`config.mk`:
```
export PLATFORM = sky130hd
export DESIGN_NAME = insn_power_est
export DESIGN_NICKNAME = d
export VERILOG_FILES = /design/src/rtl/ipe_pkg.sv /design/src/rtl/ipe_energy_table.sv /design/src/rtl/ipe_window_timer.sv /design/src/rtl/ipe_accum.sv /design/src/rtl/insn_power_est.sv
export SDC_FILE = /design/constraint.sdc
export NUM_CORES = 1
export LEC_CHECK = 0
export CORE_UTILIZATION = 45
export CTS_CLUSTER_SIZE = 10
export DETAILED_ROUTE_END_ITERATION = 10
export PLACE_DENSITY = 0.6
export SETUP_SLACK_MARGIN = 0.1
export SKIP_LAST_GASP = 1
export SYNTH_ARGS = -nofsm -noshare
export SYNTH_HDL_FRONTEND = slang
export SYNTH_SLANG_ARGS = --single-unit
export TNS_END_PERCENT = 5
```
`constraint.sdc`:
```
create_clock -name clk -period 11.2 [get_ports clk]
set_input_delay 2.24 -clock clk [delete_from_list [all_inputs] [get_ports clk]]
set_output_delay 2.24 -clock clk [all_outputs]
set_load 0.01 [all_outputs]
```
`src/rtl/ipe_pkg.sv`:
```
package ipe_pkg;
  localparam int unsigned DEF_CLASS_W  = 4;
  localparam int unsigned DEF_ENERGY_W = 12;
  localparam int unsigned DEF_ACC_W    = 16;
  localparam int unsigned DEF_LIFE_W   = 32;
  localparam int unsigned DEF_WIN_LOG2 = 6;
endpackage

```
`src/rtl/ipe_energy_table.sv`:
```
module ipe_energy_table #(
  parameter int unsigned CLASS_W  = 4,
  parameter int unsigned ENERGY_W = 12
) (
  input  logic                clk,
  input  logic                rst_n,
  input  logic                wr_en,
  input  logic [CLASS_W-1:0]  wr_addr,
  input  logic [ENERGY_W-1:0] wr_data,
  input  logic [CLASS_W-1:0]  lk_addr,
  output logic [ENERGY_W-1:0] lk_data,
  input  logic [CLASS_W-1:0]  rb_addr,
  output logic [ENERGY_W-1:0] rb_data
);
  localparam int unsigned ENTRIES = 1 << CLASS_W;

  logic [ENERGY_W-1:0] cost [ENTRIES];

  for (genvar g = 0; g < ENTRIES; g++) begin : g_entry
    always_ff @(posedge clk or negedge rst_n) begin
      if (!rst_n)
        cost[g] <= '0;
      else if (wr_en && (wr_addr == CLASS_W'(g)))
        cost[g] <= wr_data;
    end
  end

  assign lk_data = cost[lk_addr];
  assign rb_data = cost[rb_addr];
endmodule

```
`src/rtl/ipe_window_timer.sv`:
```
module ipe_window_timer #(
  parameter int unsigned WIN_LOG2 = 6
) (
  input  logic clk,
  input  logic rst_n,
  input  logic run,
  output logic last
);
  logic [WIN_LOG2-1:0] tick;

  always_ff @(posedge clk or negedge rst_n) begin
    if (!rst_n)
      tick <= '0;
    else if (!run)
      tick <= '0;
    else
      tick <= tick + 1'b1;
  end

  assign last = run && (&tick);
endmodule

```
`src/rtl/ipe_accum.sv`:
```
module ipe_accum #(
  parameter int unsigned ENERGY_W = 12,
  parameter int unsigned ACC_W    = 16,
  parameter int unsigned LIFE_W   = 32,
  parameter int unsigned WIN_LOG2 = 6
) (
  input  logic                      clk,
  input  logic                      rst_n,
  input  logic                      run,
  input  logic                      last,
  input  logic                      add_en,
  input  logic [ENERGY_W-1:0]       add_val,
  output logic                      pwr_valid,
  output logic [ACC_W-WIN_LOG2-1:0] pwr_out,
  output logic [ACC_W-1:0]          win_energy,
  output logic [LIFE_W-1:0]         life_energy
);
  localparam int unsigned PWR_W = ACC_W - WIN_LOG2;

  logic [ACC_W-1:0]  acc;
  logic [ACC_W:0]    acc_sum;
  logic [ACC_W-1:0]  acc_next;
  logic [ACC_W-1:0]  add_acc;
  logic [LIFE_W:0]   life_sum;
  logic [LIFE_W-1:0] life_next;

  always_comb begin
    add_acc  = add_en ? ACC_W'(add_val) : '0;
    acc_sum  = {1'b0, acc} + {1'b0, add_acc};
    acc_next = acc_sum[ACC_W] ? {ACC_W{1'b1}} : acc_sum[ACC_W-1:0];
    life_sum = {1'b0, life_energy} + (LIFE_W+1)'(add_acc);
    life_next = life_sum[LIFE_W] ? {LIFE_W{1'b1}} : life_sum[LIFE_W-1:0];
  end

  always_ff @(posedge clk or negedge rst_n) begin
    if (!rst_n) begin
      acc         <= '0;
      pwr_valid   <= 1'b0;
      pwr_out     <= '0;
      win_energy  <= '0;
      life_energy <= '0;
    end else begin
      pwr_valid   <= 1'b0;
      life_energy <= life_next;
      if (!run) begin
        acc <= '0;
      end else if (last) begin
        pwr_out    <= acc[ACC_W-1 -: PWR_W];
        win_energy <= acc;
        pwr_valid  <= 1'b1;
        acc        <= add_acc;
      end else begin
        acc <= acc_next;
      end
    end
  end
endmodule

```
`src/rtl/insn_power_est.sv`:
```
module insn_power_est
  import ipe_pkg::*;
#(
  parameter int unsigned CLASS_W  = DEF_CLASS_W,
  parameter int unsigned ENERGY_W = DEF_ENERGY_W,
  parameter int unsigned ACC_W    = DEF_ACC_W,
  parameter int unsigned LIFE_W   = DEF_LIFE_W,
  parameter int unsigned WIN_LOG2 = DEF_WIN_LOG2
) (
  input  logic                      clk,
  input  logic                      rst_n,
  input  logic                      mon_en,
  input  logic                      inst_valid,
  output logic                      inst_ready,
  input  logic [CLASS_W-1:0]        inst_cls,
  input  logic                      cfg_we,
  input  logic [CLASS_W-1:0]        cfg_addr,
  input  logic [ENERGY_W-1:0]       cfg_wdata,
  output logic [ENERGY_W-1:0]       cfg_rdata,
  output logic                      pwr_valid,
  output logic [ACC_W-WIN_LOG2-1:0] pwr_out,
  output logic [ACC_W-1:0]          win_energy,
  output logic [LIFE_W-1:0]         life_energy
);
  logic                beat;
  logic                tbl_wr;
  logic                win_last;
  logic [ENERGY_W-1:0] beat_cost;

  assign inst_ready = mon_en;
  assign beat       = inst_valid && mon_en;
  assign tbl_wr     = cfg_we && !mon_en;

  ipe_energy_table #(.CLASS_W(CLASS_W), .ENERGY_W(ENERGY_W)) u_table (
    .clk(clk), .rst_n(rst_n),
    .wr_en(tbl_wr), .wr_addr(cfg_addr), .wr_data(cfg_wdata),
    .lk_addr(inst_cls), .lk_data(beat_cost),
    .rb_addr(cfg_addr), .rb_data(cfg_rdata)
  );

  ipe_window_timer #(.WIN_LOG2(WIN_LOG2)) u_timer (
    .clk(clk), .rst_n(rst_n), .run(mon_en), .last(win_last)
  );

  ipe_accum #(.ENERGY_W(ENERGY_W), .ACC_W(ACC_W), .LIFE_W(LIFE_W),
              .WIN_LOG2(WIN_LOG2)) u_accum (
    .clk(clk), .rst_n(rst_n), .run(mon_en), .last(win_last),
    .add_en(beat), .add_val(beat_cost),
    .pwr_valid(pwr_valid), .pwr_out(pwr_out),
    .win_energy(win_energy), .life_energy(life_energy)
  );
endmodule

```
==> results.sh, run 1 <==
export IMPL_critical_path_reg2reg_endpoint="u_accum.life_energy[29]$_DFF_PN0_"
export IMPL_worst_endpoint_required_ns=8.96
export IMPL_maxClockFrequency_mhz=140.4
export IMPL_worst_path_dominant_cell_family="buffers and inverters"
export IMPL_antenna_violations_before_repair=1
export IMPL_tritoncts="yes"
export IMPL_grt_start_max_net_pins=126
export IMPL_worstReg2RegStart="u_table.cost[13]$_DFFE_PN0P_"
export IMPL_worstSetupPathType="primary input to output port"
export IMPL_crit_buf_inv=3
export IMPL_worst_setup_path_start_kind="primary input"
export IMPL_number_of_global_route_vias_before_repair=10170
export IMPL_reg2reg_slack_ns=6.62
export IMPL_worst_setup_path_end_kind="output port"
export IMPL_finalInstanceArea_sq_um=17080
export IMPL_core_area_sq_um=32700
export IMPL_cp_data_arrival_time_ns=4.88
export IMPL_critical_path_cell_chain="buf_4 > buf_4 > mux4_2 > mux4_2 > clkdlybuf4s50_1"
export IMPL_cts_repair_timing_setup_buffer_count=0
export IMPL_synthSimpleGateAreaFrac_pct=9.635
export IMPL_die_w_microns=184.6
export IMPL_fin_crit_ns=7.124
export IMPL_synth_yosys_warnings=0
export IMPL_yosys_area_share_xor_xnor_pct=1.518
export IMPL_worstPathMaxFanout=30
export IMPL_netlist_area_sq_um=15000
export IMPL_post_synth_mux_area_share_pct=32.65
export IMPL_max_stage_delay_ns=0.59
export IMPL_routed_wl_met3_mm=2.184
export IMPL_cts_resized=0
export IMPL_grt_total_usage_pct=23.25
export IMPL_synth_top_family_by_area="multiplexers"
export IMPL_cts_hold_buffers=0
export IMPL_critical_path_sink="cfg_rdata[4]"
export IMPL_drt_first_pass_iters=5
export IMPL_placementRows=66
export IMPL_fraction_of_final_layout_cells_sized_beyond_drive_strength_1_pct=30.48
export IMPL_maxCapViolCount=0
export IMPL_netlist_top_cell_by_area="sky130_fd_sc_hd__dfrtp_1"
export IMPL_num_vias=10250
export IMPL_synth_top_cell_area_share_pct=43.88
export IMPL_ioPinCount=97
export IMPL_timing_final_crit_share_pct=63.61
export IMPL_hold_violations=0
export IMPL_clock_path_buffers=3
export IMPL_cts_htree_levels=1
export IMPL_grt_ovfl_total=0
export IMPL_synth_sequential_area_ratio_pct=43.88
export IMPL_synth_compound_area_share_pct=6.840
export IMPL_synthCells=1191
export IMPL_highest_signal_layer="met5"
export IMPL_relSlewSlack_pct=27.81
export IMPL_run_status="finished clean"
export IMPL_ys_top_cells_by_count="sky130_fd_sc_hd__dfrtp_1 (263), sky130_fd_sc_hd__mux2_2 (200), sky130_fd_sc_hd__nand2_1 (118)"
export IMPL_wl_mm=38.51
export IMPL_path_clk_slew_ns=0.06
export IMPL_worst_skew_pair_late_latency_ns=0.58
export IMPL_yosysMostFrequentCell="sky130_fd_sc_hd__dfrtp_1"
export IMPL_layout_filler_cells=2896
export IMPL_drt_iter0_markers=746
export IMPL_power_leakage_nw=7.396
export IMPL_met2WireLength_mm=18.19
export IMPL_vias_per_cell=6.019
export IMPL_yosys_cell_types_count=85
export IMPL_synth_fa_ha_area_share_pct=1.860
export IMPL_dominant_cells_by_area_after_synthesis="sky130_fd_sc_hd__dfrtp_1 (44%), sky130_fd_sc_hd__mux2_2 (15%), sky130_fd_sc_hd__mux4_2 (15%), sky130_fd_sc_hd__nand2_1 (3.0%), sky130_fd_sc_hd__mux2i_1 (1.9%)"
export IMPL_avgSynthCellArea_sq_um=12.59
export IMPL_clock_sinks=263
export IMPL_ys_ff_latch=263
export IMPL_antenna_left=0
export IMPL_clock_skew_ns=0.01586
export IMPL_cp_slowest_cell="sky130_fd_sc_hd__buf_4"
export IMPL_grt_setup_unrepaired="no"
export IMPL_place_gp_congestion=0.8967
export IMPL_mappedNetlistNets=1233
export IMPL_wl_per_cell_microns=22.61
export IMPL_number_of_buffers_inserted_during_clock_tree_synthesis=31
export IMPL_worst_hold_path_type="flip-flop to flip-flop"
export IMPL_final_nets=1294
export IMPL_rr_worst_depth=14
export IMPL_yosys_most_used_dff="sky130_fd_sc_hd__dfrtp_1"
export IMPL_m1WireLength_mm=17.35
export IMPL_port_buffers=96
export IMPL_starting_density_of_the_core_pct=45.87
export IMPL_syn2layout_area_growth_pct=13.89
export IMPL_final_setup_tns_ns=0
export IMPL_design_die_area_sq_um=34070
export IMPL_floorplan_die_height_microns=184.6
export IMPL_async_reset_ff_share_pct=100.0
export IMPL_drcViolationCount=0
export IMPL_p_per_cell_area_nw_per_um2=168.1
export IMPL_dp_hpwl_mm=24.64
export IMPL_vdd_ir_drop_max_mv=0.1399
export IMPL_slew_at_the_pin_closest_to_its_max_slew_limit_ns=1.083
export IMPL_crit_path_start="cfg_addr[0]"
export IMPL_first_pass_grt_wire_length_mm=60.33
export IMPL_finalMaxSlewViolations=0
export IMPL_clk_root_buffer_cell="sky130_fd_sc_hd__clkbuf_16"
export IMPL_placedInstanceArea_sq_um=16210
export IMPL_timing_critical_path_depth=5
export IMPL_synth_edf_count=0
export IMPL_timing_final_setup_violations=0
## cell families after synthesis
group | Yosys count
AO/OA/AOI/OAI | 141
XOR/XNOR | 26
adder cells (fa/ha/maj) | 22
buffers and inverters | 115
flip-flops | 263
multiplexers | 333
AND/OR/NAND/NOR | 291
## flip-flops by register name, indices dropped and copies added (netlist names)
signal / cells
u_accum.pwr_valid: 1
u_accum.win_energy: 16
u_accum.life_energy: 32
u_table.cost: 192
u_accum.acc: 16
u_timer.tick: 6
## where the power goes
part / internal (mW) / switching (mW) / leakage [nW]
clock: 0.524 / 0.387 / 0.427
sequential: 1.12 / 0.139 / 3.39
combinational: 0.404 / 0.299 / 3.58
## per-stage QoR
stage                     setup slack [ns]  cells  hold WS (ns)  power [mW]  util (%)
after detailed placement             3.545   1661        0.4505       1.976     49.58
after floorplan                      4.159   1191        0.4248       1.726         -
after global routing                 3.804   1702        0.4733       3.012     52.23
after CTS                            3.991   1702        0.4590       2.899     52.23
after global placement               3.628   1661        0.4463       1.960     49.58
final                                4.076   1703        0.4542       2.872     52.24
## cell usage in the layout, fill, tap and decap left out, types with 8 or more instances in the layout
master / synthesis / routed
sky130_fd_sc_hd__a2111oi_0: 8 / 8
sky130_fd_sc_hd__a21oi_1: 24 / 24
sky130_fd_sc_hd__a22oi_1: 8 / 8
sky130_fd_sc_hd__a31oi_1: 17 / 17
sky130_fd_sc_hd__and2_1: 14 / 14
sky130_fd_sc_hd__and3_1: 12 / 12
sky130_fd_sc_hd__buf_4: 13 / 19
sky130_fd_sc_hd__clkbuf_16: 0 / 31
sky130_fd_sc_hd__clkdlybuf4s50_1: 0 / 91
sky130_fd_sc_hd__dfrtp_1: 263 / 263
sky130_fd_sc_hd__ha_1: 15 / 15
sky130_fd_sc_hd__inv_1: 29 / 29
sky130_fd_sc_hd__mux2_2: 200 / 200
sky130_fd_sc_hd__mux2i_1: 28 / 28
sky130_fd_sc_hd__mux4_2: 98 / 98
sky130_fd_sc_hd__nand2_1: 118 / 118
sky130_fd_sc_hd__nand3_1: 26 / 26
sky130_fd_sc_hd__nand4_1: 8 / 8
sky130_fd_sc_hd__nor2_1: 41 / 41
sky130_fd_sc_hd__nor2b_1: 18 / 18
sky130_fd_sc_hd__nor4_1: 9 / 9
sky130_fd_sc_hd__o21ai_0: 21 / 21
sky130_fd_sc_hd__xnor2_1: 20 / 20
## layout make-up
cell class,instances,area (sq um),share of cell area (%)
multi-input cells,813,7885,46.16
flip-flops and latches,263,6581,38.53
clock inverters,4,60.06,0.3516
diodes,1,2.502,0.01465
well taps,442,553.0,3.237
inverters,29,108.9,0.6372
repair buffers,114,1084,6.343
clock buffers,37,808.3,4.732
## worst min-delay path by stage
stage | startpoint | end | slack [ns] | cells past startpoint
floorplan | u_timer.tick[0]$_DFF_PN0_ | u_timer.tick[0]$_DFF_PN0_ | 0.42 | 1
global placement | u_timer.tick[0]$_DFF_PN0_ | u_timer.tick[0]$_DFF_PN0_ | 0.45 | 1
detailed placement | u_timer.tick[0]$_DFF_PN0_ | u_timer.tick[0]$_DFF_PN0_ | 0.45 | 1
CTS | u_timer.tick[0]$_DFF_PN0_ | u_timer.tick[0]$_DFF_PN0_ | 0.46 | 1
global route | u_timer.tick[0]$_DFF_PN0_ | u_timer.tick[0]$_DFF_PN0_ | 0.47 | 1
finish | u_timer.tick[0]$_DFF_PN0_ | u_timer.tick[0]$_DFF_PN0_ | 0.45 | 1
## metal layers
metal  up-vias  track usage [%]
met5         -                0
met4         2            5.200
met3        52            3.517
met2       291            37.69
met1      5299            32.93
li1       4607                -
No activity file was read; power rests on OpenSTA's default activity.
==> run 2: changes to the inputs <==
- PLACE_DENSITY: 0.6 -> 0.63
- clock period: 11.2 -> 5.83 ns (I/O delays scaled with it)
==> run 2 against run 1 <==
Wire length down 0.82%. Count of clock-buffer cells in the layout rose by 3. Via count up 0.37%. Clock skew rose by 0.0048 ns. Register-to-register slack lost 5.1 ns. Flip-flop and latch count unchanged. Setup slack got worse by 3.2 ns. Total power increased by 93%. Critical path depth is 11 higher. Non-clock buffer count rose by 13. Critical endpoint is now u_accum.life_energy[29]$_DFF_PN0_. Largest power group unchanged. Highest routed layer unchanged.
==> results.sh, run 2 (synthesis results as in run 1) <==
export IMPL_worst_skew_pair_late_latency_ns=0.58
export IMPL_timing_final_crit_share_pct=85.55
export IMPL_largest_reg_flops=192
export IMPL_grt_start_max_net_pins=116
export IMPL_worst_path_dominant_cell_family="compound AO/OA/AOI/OAI gates"
export IMPL_sw_frac_of_total_pct=28.63
export IMPL_wl_per_cell_microns=22.25
export IMPL_hold_violations=0
export IMPL_clkPwrFrac_pct=31.6
export IMPL_cts_hold_buffers=0
export IMPL_core_area_sq_um=32700
export IMPL_cellInternalPower_mw=3.950
export IMPL_cts_htree_levels=1
export IMPL_wl_mm=38.20
export IMPL_grt_ovfl_total=0
export IMPL_dp_hpwl_mm=25.35
export IMPL_worst_endpoint_required_ns=6.27
export IMPL_maxCapViolCount=0
export IMPL_finalMaxSlewViolations=0
export IMPL_registers_top_by_ff_count="u_table.cost"
export IMPL_path_clk_slew_ns=0.06
export IMPL_highest_count_cells_in_the_layout_ignoring_fill_and_taps="sky130_fd_sc_hd__dfrtp_1 (263), sky130_fd_sc_hd__mux2_2 (200), sky130_fd_sc_hd__nand2_1 (118), sky130_fd_sc_hd__mux4_2 (98), sky130_fd_sc_hd__clkdlybuf4s50_1 (91)"
export IMPL_drt_iter0_markers=716
export IMPL_tritoncts="yes"
export IMPL_grt_total_usage_pct=23.44
export IMPL_starting_density_of_the_core_pct=45.87
export IMPL_p_per_cell_area_nw_per_um2=321.0
export IMPL_layout_top_registers="u_table.cost (192), u_accum.life_energy (32)"
export IMPL_vdd_ir_drop_max_mv=0.2618
export IMPL_place_gp_congestion=0.8943
export IMPL_worst_hold_path_type="flip-flop to flip-flop"
export IMPL_number_of_global_route_vias_before_repair=10460
export IMPL_drt_first_pass_iters=5
export IMPL_crit_buf_inv=3
export IMPL_grt_setup_unrepaired="no"
export IMPL_cp_data_arrival_time_ns=5.43
export IMPL_clock_skew_ns=0.02067
export IMPL_num_vias=10290
export IMPL_number_of_buffers_inserted_during_clock_tree_synthesis=31
export IMPL_placementRows=66
export IMPL_seq_power_share_pct=43.8
export IMPL_clock_sinks=263
export IMPL_final_setup_tns_ns=0
export IMPL_fin_crit_ns=4.987
export IMPL_first_pass_grt_wire_length_mm=60.73
export IMPL_power_frac_comb_pct=24.6
export IMPL_fraction_of_final_layout_cells_sized_beyond_drive_strength_1_pct=31.32
export IMPL_run_status="finished clean"
export IMPL_design_die_area_sq_um=34070
export IMPL_leading_cell_type_in_the_layout_fill_and_taps_excluded="sky130_fd_sc_hd__dfrtp_1"
export IMPL_worstPathMaxFanout=30
export IMPL_clock_path_buffers=3
export IMPL_worstSetupPathType="primary input to flip-flop"
export IMPL_ioPinCount=97
export IMPL_switching_power_mw=1.584
export IMPL_clk_root_buffer_cell="sky130_fd_sc_hd__clkbuf_16"
export IMPL_antenna_violations_before_repair=3
export IMPL_critical_path_cell_chain="buf_2 > buf_12 > mux4_2 > mux4_2 > nand3_1 > inv_1 > ha_1 > a21o_1 > o21ai_0 > nor4_1 > o32ai_1 > a21oi_2 > o21ai_1 > a311o_1 > a2111o_1 > mux2_4"
export IMPL_vias_per_cell=5.992
export IMPL_slew_at_the_pin_closest_to_its_max_slew_limit_ns=1.215
export IMPL_timing_final_setup_violations=0
export IMPL_worst_setup_path_start_kind="primary input"
export IMPL_worst_setup_path_end_kind="flip-flop"
export IMPL_die_w_microns=184.6
export IMPL_floorplan_die_height_microns=184.6
export IMPL_port_buffers=96
export IMPL_drcViolationCount=0
export IMPL_critical_path_most_common_cell="sky130_fd_sc_hd__mux4_2"
export IMPL_final_nets=1307
export IMPL_syn2layout_area_growth_pct=14.94
export IMPL_cp_slowest_cell="sky130_fd_sc_hd__mux4_2"
export IMPL_antenna_left=0
export IMPL_relSlewSlack_pct=18.76
export IMPL_worst_hold_slack_ns=0.4568
export IMPL_max_stage_delay_ns=0.53
export IMPL_cts_repair_timing_setup_buffer_count=0
export IMPL_power_leakage_nw=7.486
export IMPL_cts_resized=0
export IMPL_maxClockFrequency_mhz=200.5
## run 2: path summary, 6_finish.rpt
kind                            slack [ns]  cells after the start                   startpoint                                  to
min in group asynchronous             0.59                      1                        rst_n  u_accum.win_energy[15]$_DFFE_PN0P_
worst max register to register        1.49                     14  u_table.cost[1]$_DFFE_PN0P_   u_accum.life_energy[29]$_DFF_PN0_
max in group asynchronous             4.04                      2                        rst_n    u_accum.life_energy[8]$_DFF_PN0_
worst min register to register        0.46                      1    u_timer.tick[0]$_DFF_PN0_           u_timer.tick[0]$_DFF_PN0_
worst max-delay path                  0.84                     16                  inst_cls[0]   u_accum.life_energy[29]$_DFF_PN0_
worst min-delay path                  0.46                      1    u_timer.tick[0]$_DFF_PN0_           u_timer.tick[0]$_DFF_PN0_
## run 2: routing by layer
metal	track usage, %	share of wire (%)
met1	31.37	44
met2	39.40	48
met5	0	0.068
met4	5.767	2.2
met3	4.169	5.7
## run 2: cell type report
type | count | area, sq um
Fill cell | 2910 | 15460
Multi-Input combinational cell | 813 | 7891
Sequential cell | 263 | 6581
Timing Repair Buffer | 127 | 1219
Clock buffer | 40 | 859.6
Tap cell | 442 | 553.0
Inverter | 29 | 108.9
Clock inverter | 2 | 25.02
Antenna cell | 1 | 2.502
## run 2: metrics by stage
stage          worst slack (ns)  instances  instance area (sq um)  utilization [%]  power (mW)
2_1_floorplan            0.1255       1191                  15000                -       3.316
3_5_place_dp             0.3048       1674                  16350            50.01       3.818
4_1_cts                  0.8479       1716                  17240            52.71       5.586
5_1_grt                  0.5819       1716                  17240            52.71       5.826
6_report                 0.8425       1717                  17240            52.72       5.535
3_3_place_gp             0.3355       1674                  16350            50.01       3.783
## run 2: power by group through the flow
stage | Combinational (mW) | Sequential, mW | Clock [mW]
floorplan | 0.947 | 2.37 | 0
global placement | 1.35 | 2.43 | 0
detailed placement | 1.37 | 2.45 | 0
CTS | 1.38 | 2.42 | 1.79
global route | 1.49 | 2.46 | 1.87
finish | 1.36 | 2.42 | 1.75
==> run 3: changes to the inputs <==
- CORE_UTILIZATION: 45 -> 30
- CTS_CLUSTER_DIAMETER: not set -> 40
- PLACE_DENSITY: 0.63 -> 0.45
==> run 3 against run 2 <==
Cell count is 17% higher. Fmax is 4.1% lower. Setup slack worse by 0.22 ns. Critical path type unchanged. Sequential share of layout area is 2.9 points lower. Hold slack worse by 0.0013 ns. Die area is 49% higher. Total power is 30% higher.
==> results.sh, run 3 (synthesis results as in run 1) <==
export IMPL_cts_htree_levels=2
export IMPL_worst_setup_path_start_kind="primary input"
export IMPL_cts_hold_buffers=0
export IMPL_worst_skew_pair_late_latency_ns=0.60
export IMPL_maxClockFrequency_mhz=192.2
export IMPL_rr_worst_depth=15
export IMPL_grt_total_usage_pct=17.87
export IMPL_fraction_of_final_layout_cells_sized_beyond_drive_strength_1_pct=34.53
export IMPL_critical_path_reg2reg_endpoint="u_accum.life_energy[13]$_DFF_PN0_"
export IMPL_drt_first_pass_iters=5
export IMPL_antenna_violations_before_repair=2
export IMPL_starting_density_of_the_core_pct=30.52
export IMPL_power_leakage_nw=8.039
export IMPL_run_status="finished clean"
export IMPL_timing_final_crit_share_pct=89.24
export IMPL_path_clk_slew_ns=0.05
export IMPL_grt_start_max_net_pins=91
export IMPL_ioPinCount=97
export IMPL_grt_ovfl_total=0
export IMPL_drt_iter0_markers=636
export IMPL_num_vias=10510
export IMPL_place_gp_congestion=0.8113
export IMPL_clock_skew_ns=0.02249
export IMPL_antenna_left=0
export IMPL_floorplan_die_height_microns=225.6
export IMPL_die_w_microns=225.6
export IMPL_timing_hold_worst_endpoint="u_timer.tick[0]$_DFF_PN0_"
export IMPL_core_area_sq_um=49150
export IMPL_leading_cell_type_in_the_layout_fill_and_taps_excluded="sky130_fd_sc_hd__dfrtp_1"
export IMPL_placedInstanceArea_sq_um=16680
export IMPL_registers_top_by_ff_count="u_table.cost"
export IMPL_number_of_global_route_vias_before_repair=10930
export IMPL_worstPathMaxFanout=19
export IMPL_reg2reg_slack_ns=1.45
export IMPL_port_buffers=96
export IMPL_highest_count_cells_in_the_layout_ignoring_fill_and_taps="sky130_fd_sc_hd__dfrtp_1 (263), sky130_fd_sc_hd__mux2_2 (200), sky130_fd_sc_hd__nand2_1 (118), sky130_fd_sc_hd__mux4_2 (98), sky130_fd_sc_hd__clkdlybuf4s50_1 (91)"
export IMPL_grt_setup_unrepaired="no"
export IMPL_design_die_area_sq_um=50900
export IMPL_hp_start="u_timer.tick[0]$_DFF_PN0_"
export IMPL_worstSetupPathType="primary input to flip-flop"
export IMPL_clk_root_buffer_cell="sky130_fd_sc_hd__clkbuf_16"
export IMPL_placementRows=81
export IMPL_relSlewSlack_pct=22.88
export IMPL_syn2layout_area_growth_pct=24.46
export IMPL_maxCapViolCount=0
export IMPL_cp_data_arrival_time_ns=5.66
export IMPL_slew_at_the_pin_closest_to_its_max_slew_limit_ns=1.154
export IMPL_hold_path_depth=1
export IMPL_total_power_mw=7.202
export IMPL_drcViolationCount=0
export IMPL_worst_hold_slack_ns=0.4555
export IMPL_wl_mm=44.01
export IMPL_largest_reg_flops=192
export IMPL_p_per_cell_area_nw_per_um2=385.8
export IMPL_wl_per_cell_microns=21.96
export IMPL_cts_resized=0
export IMPL_number_of_buffers_inserted_during_clock_tree_synthesis=52
export IMPL_hold_violations=0
export IMPL_finalMaxSlewViolations=0
export IMPL_worstReg2RegStart="u_table.cost[0]$_DFFE_PN0P_"
export IMPL_first_pass_grt_wire_length_mm=68.20
export IMPL_timing_final_setup_violations=0
export IMPL_fin_crit_ns=5.203
export IMPL_vias_per_cell=5.243
export IMPL_finalInstanceArea_sq_um=18670
export IMPL_final_nets=1337
export IMPL_tritoncts="yes"
export IMPL_worst_hold_path_type="flip-flop to flip-flop"
export IMPL_clock_sinks=263
export IMPL_vdd_ir_drop_max_mv=0.2419
export IMPL_clock_path_buffers=3
export IMPL_layout_top_registers="u_table.cost (192), u_accum.life_energy (32)"
export IMPL_cts_repair_timing_setup_buffer_count=0
export IMPL_worst_setup_path_end_kind="flip-flop"
export IMPL_worst_endpoint_required_ns=6.29
export IMPL_dp_hpwl_mm=29.01
run 3: critical path: stages:
cell and delay (ns):
sky130_fd_sc_hd__buf_2 0.51, sky130_fd_sc_hd__mux4_2 0.60, sky130_fd_sc_hd__mux4_2 0.54, sky130_fd_sc_hd__nor2b_1 0.21, sky130_fd_sc_hd__ha_1 0.21, sky130_fd_sc_hd__inv_1 0.07
sky130_fd_sc_hd__fa_1 0.19, sky130_fd_sc_hd__nand2b_1 0.16, sky130_fd_sc_hd__a2111oi_0 0.11, sky130_fd_sc_hd__nor4_1 0.37, sky130_fd_sc_hd__nand4_1 0.29, sky130_fd_sc_hd__a31oi_4 0.35
sky130_fd_sc_hd__or4_1 0.26, sky130_fd_sc_hd__buf_4 0.27, sky130_fd_sc_hd__nand2_1 0.07, sky130_fd_sc_hd__mux2_2 0.26
run 3: metal layers:
metal / global-route usage, % / share of wire, %
met5: 0 / 0.064
met4: 5.464 / 2.3
met3: 4.241 / 5.5
met1: 23.61 / 44
met2: 28.92 / 48
run 3: worst max path at each step:
stage,from,endpoint,cells past startpoint
6_report,inst_cls[0],u_accum.life_energy[13]$_DFF_PN0_,16
4_1_cts,inst_cls[0],u_accum.life_energy[13]$_DFF_PN0_,16
5_1_grt,inst_cls[0],u_accum.life_energy[19]$_DFF_PN0_,16
2_1_floorplan,inst_cls[0],u_accum.life_energy[29]$_DFF_PN0_,18
3_3_place_gp,inst_cls[0],u_accum.life_energy[19]$_DFF_PN0_,16
3_5_place_dp,inst_cls[0],u_accum.life_energy[13]$_DFF_PN0_,16
run 3: layout make-up:
cell class,instances,area (sq um)
Fill cell,4752,30490
Multi-Input combinational cell,813,7885
Sequential cell,263,6581
Clock buffer,65,1430
Timing Repair Buffer,136,1276
Tap cell,664,830.8
Clock inverter,32,550.5
Inverter,29,108.9
Antenna cell,2,5.005
run 3: through the flow:
stage	instances	setup slack, ns	util (%)	setup TNS, ns
6_report	2004	0.6275	37.98	0
4_1_cts	2002	0.6214	37.97	0
3_3_place_gp	1905	0.09042	33.94	0
3_5_place_dp	1905	-0.009035	33.94	-0.01648
2_1_floorplan	1191	0.1255	-	0
5_1_grt	2002	0.2708	37.97	0
run 3: power breakdown:
group | internal [mW] | leakage (nW) | switching [mW]
clock network | 2.32 | 0.955 | 1.06
logic | 0.792 | 3.69 | 0.604
registers | 2.15 | 3.39 | 0.277
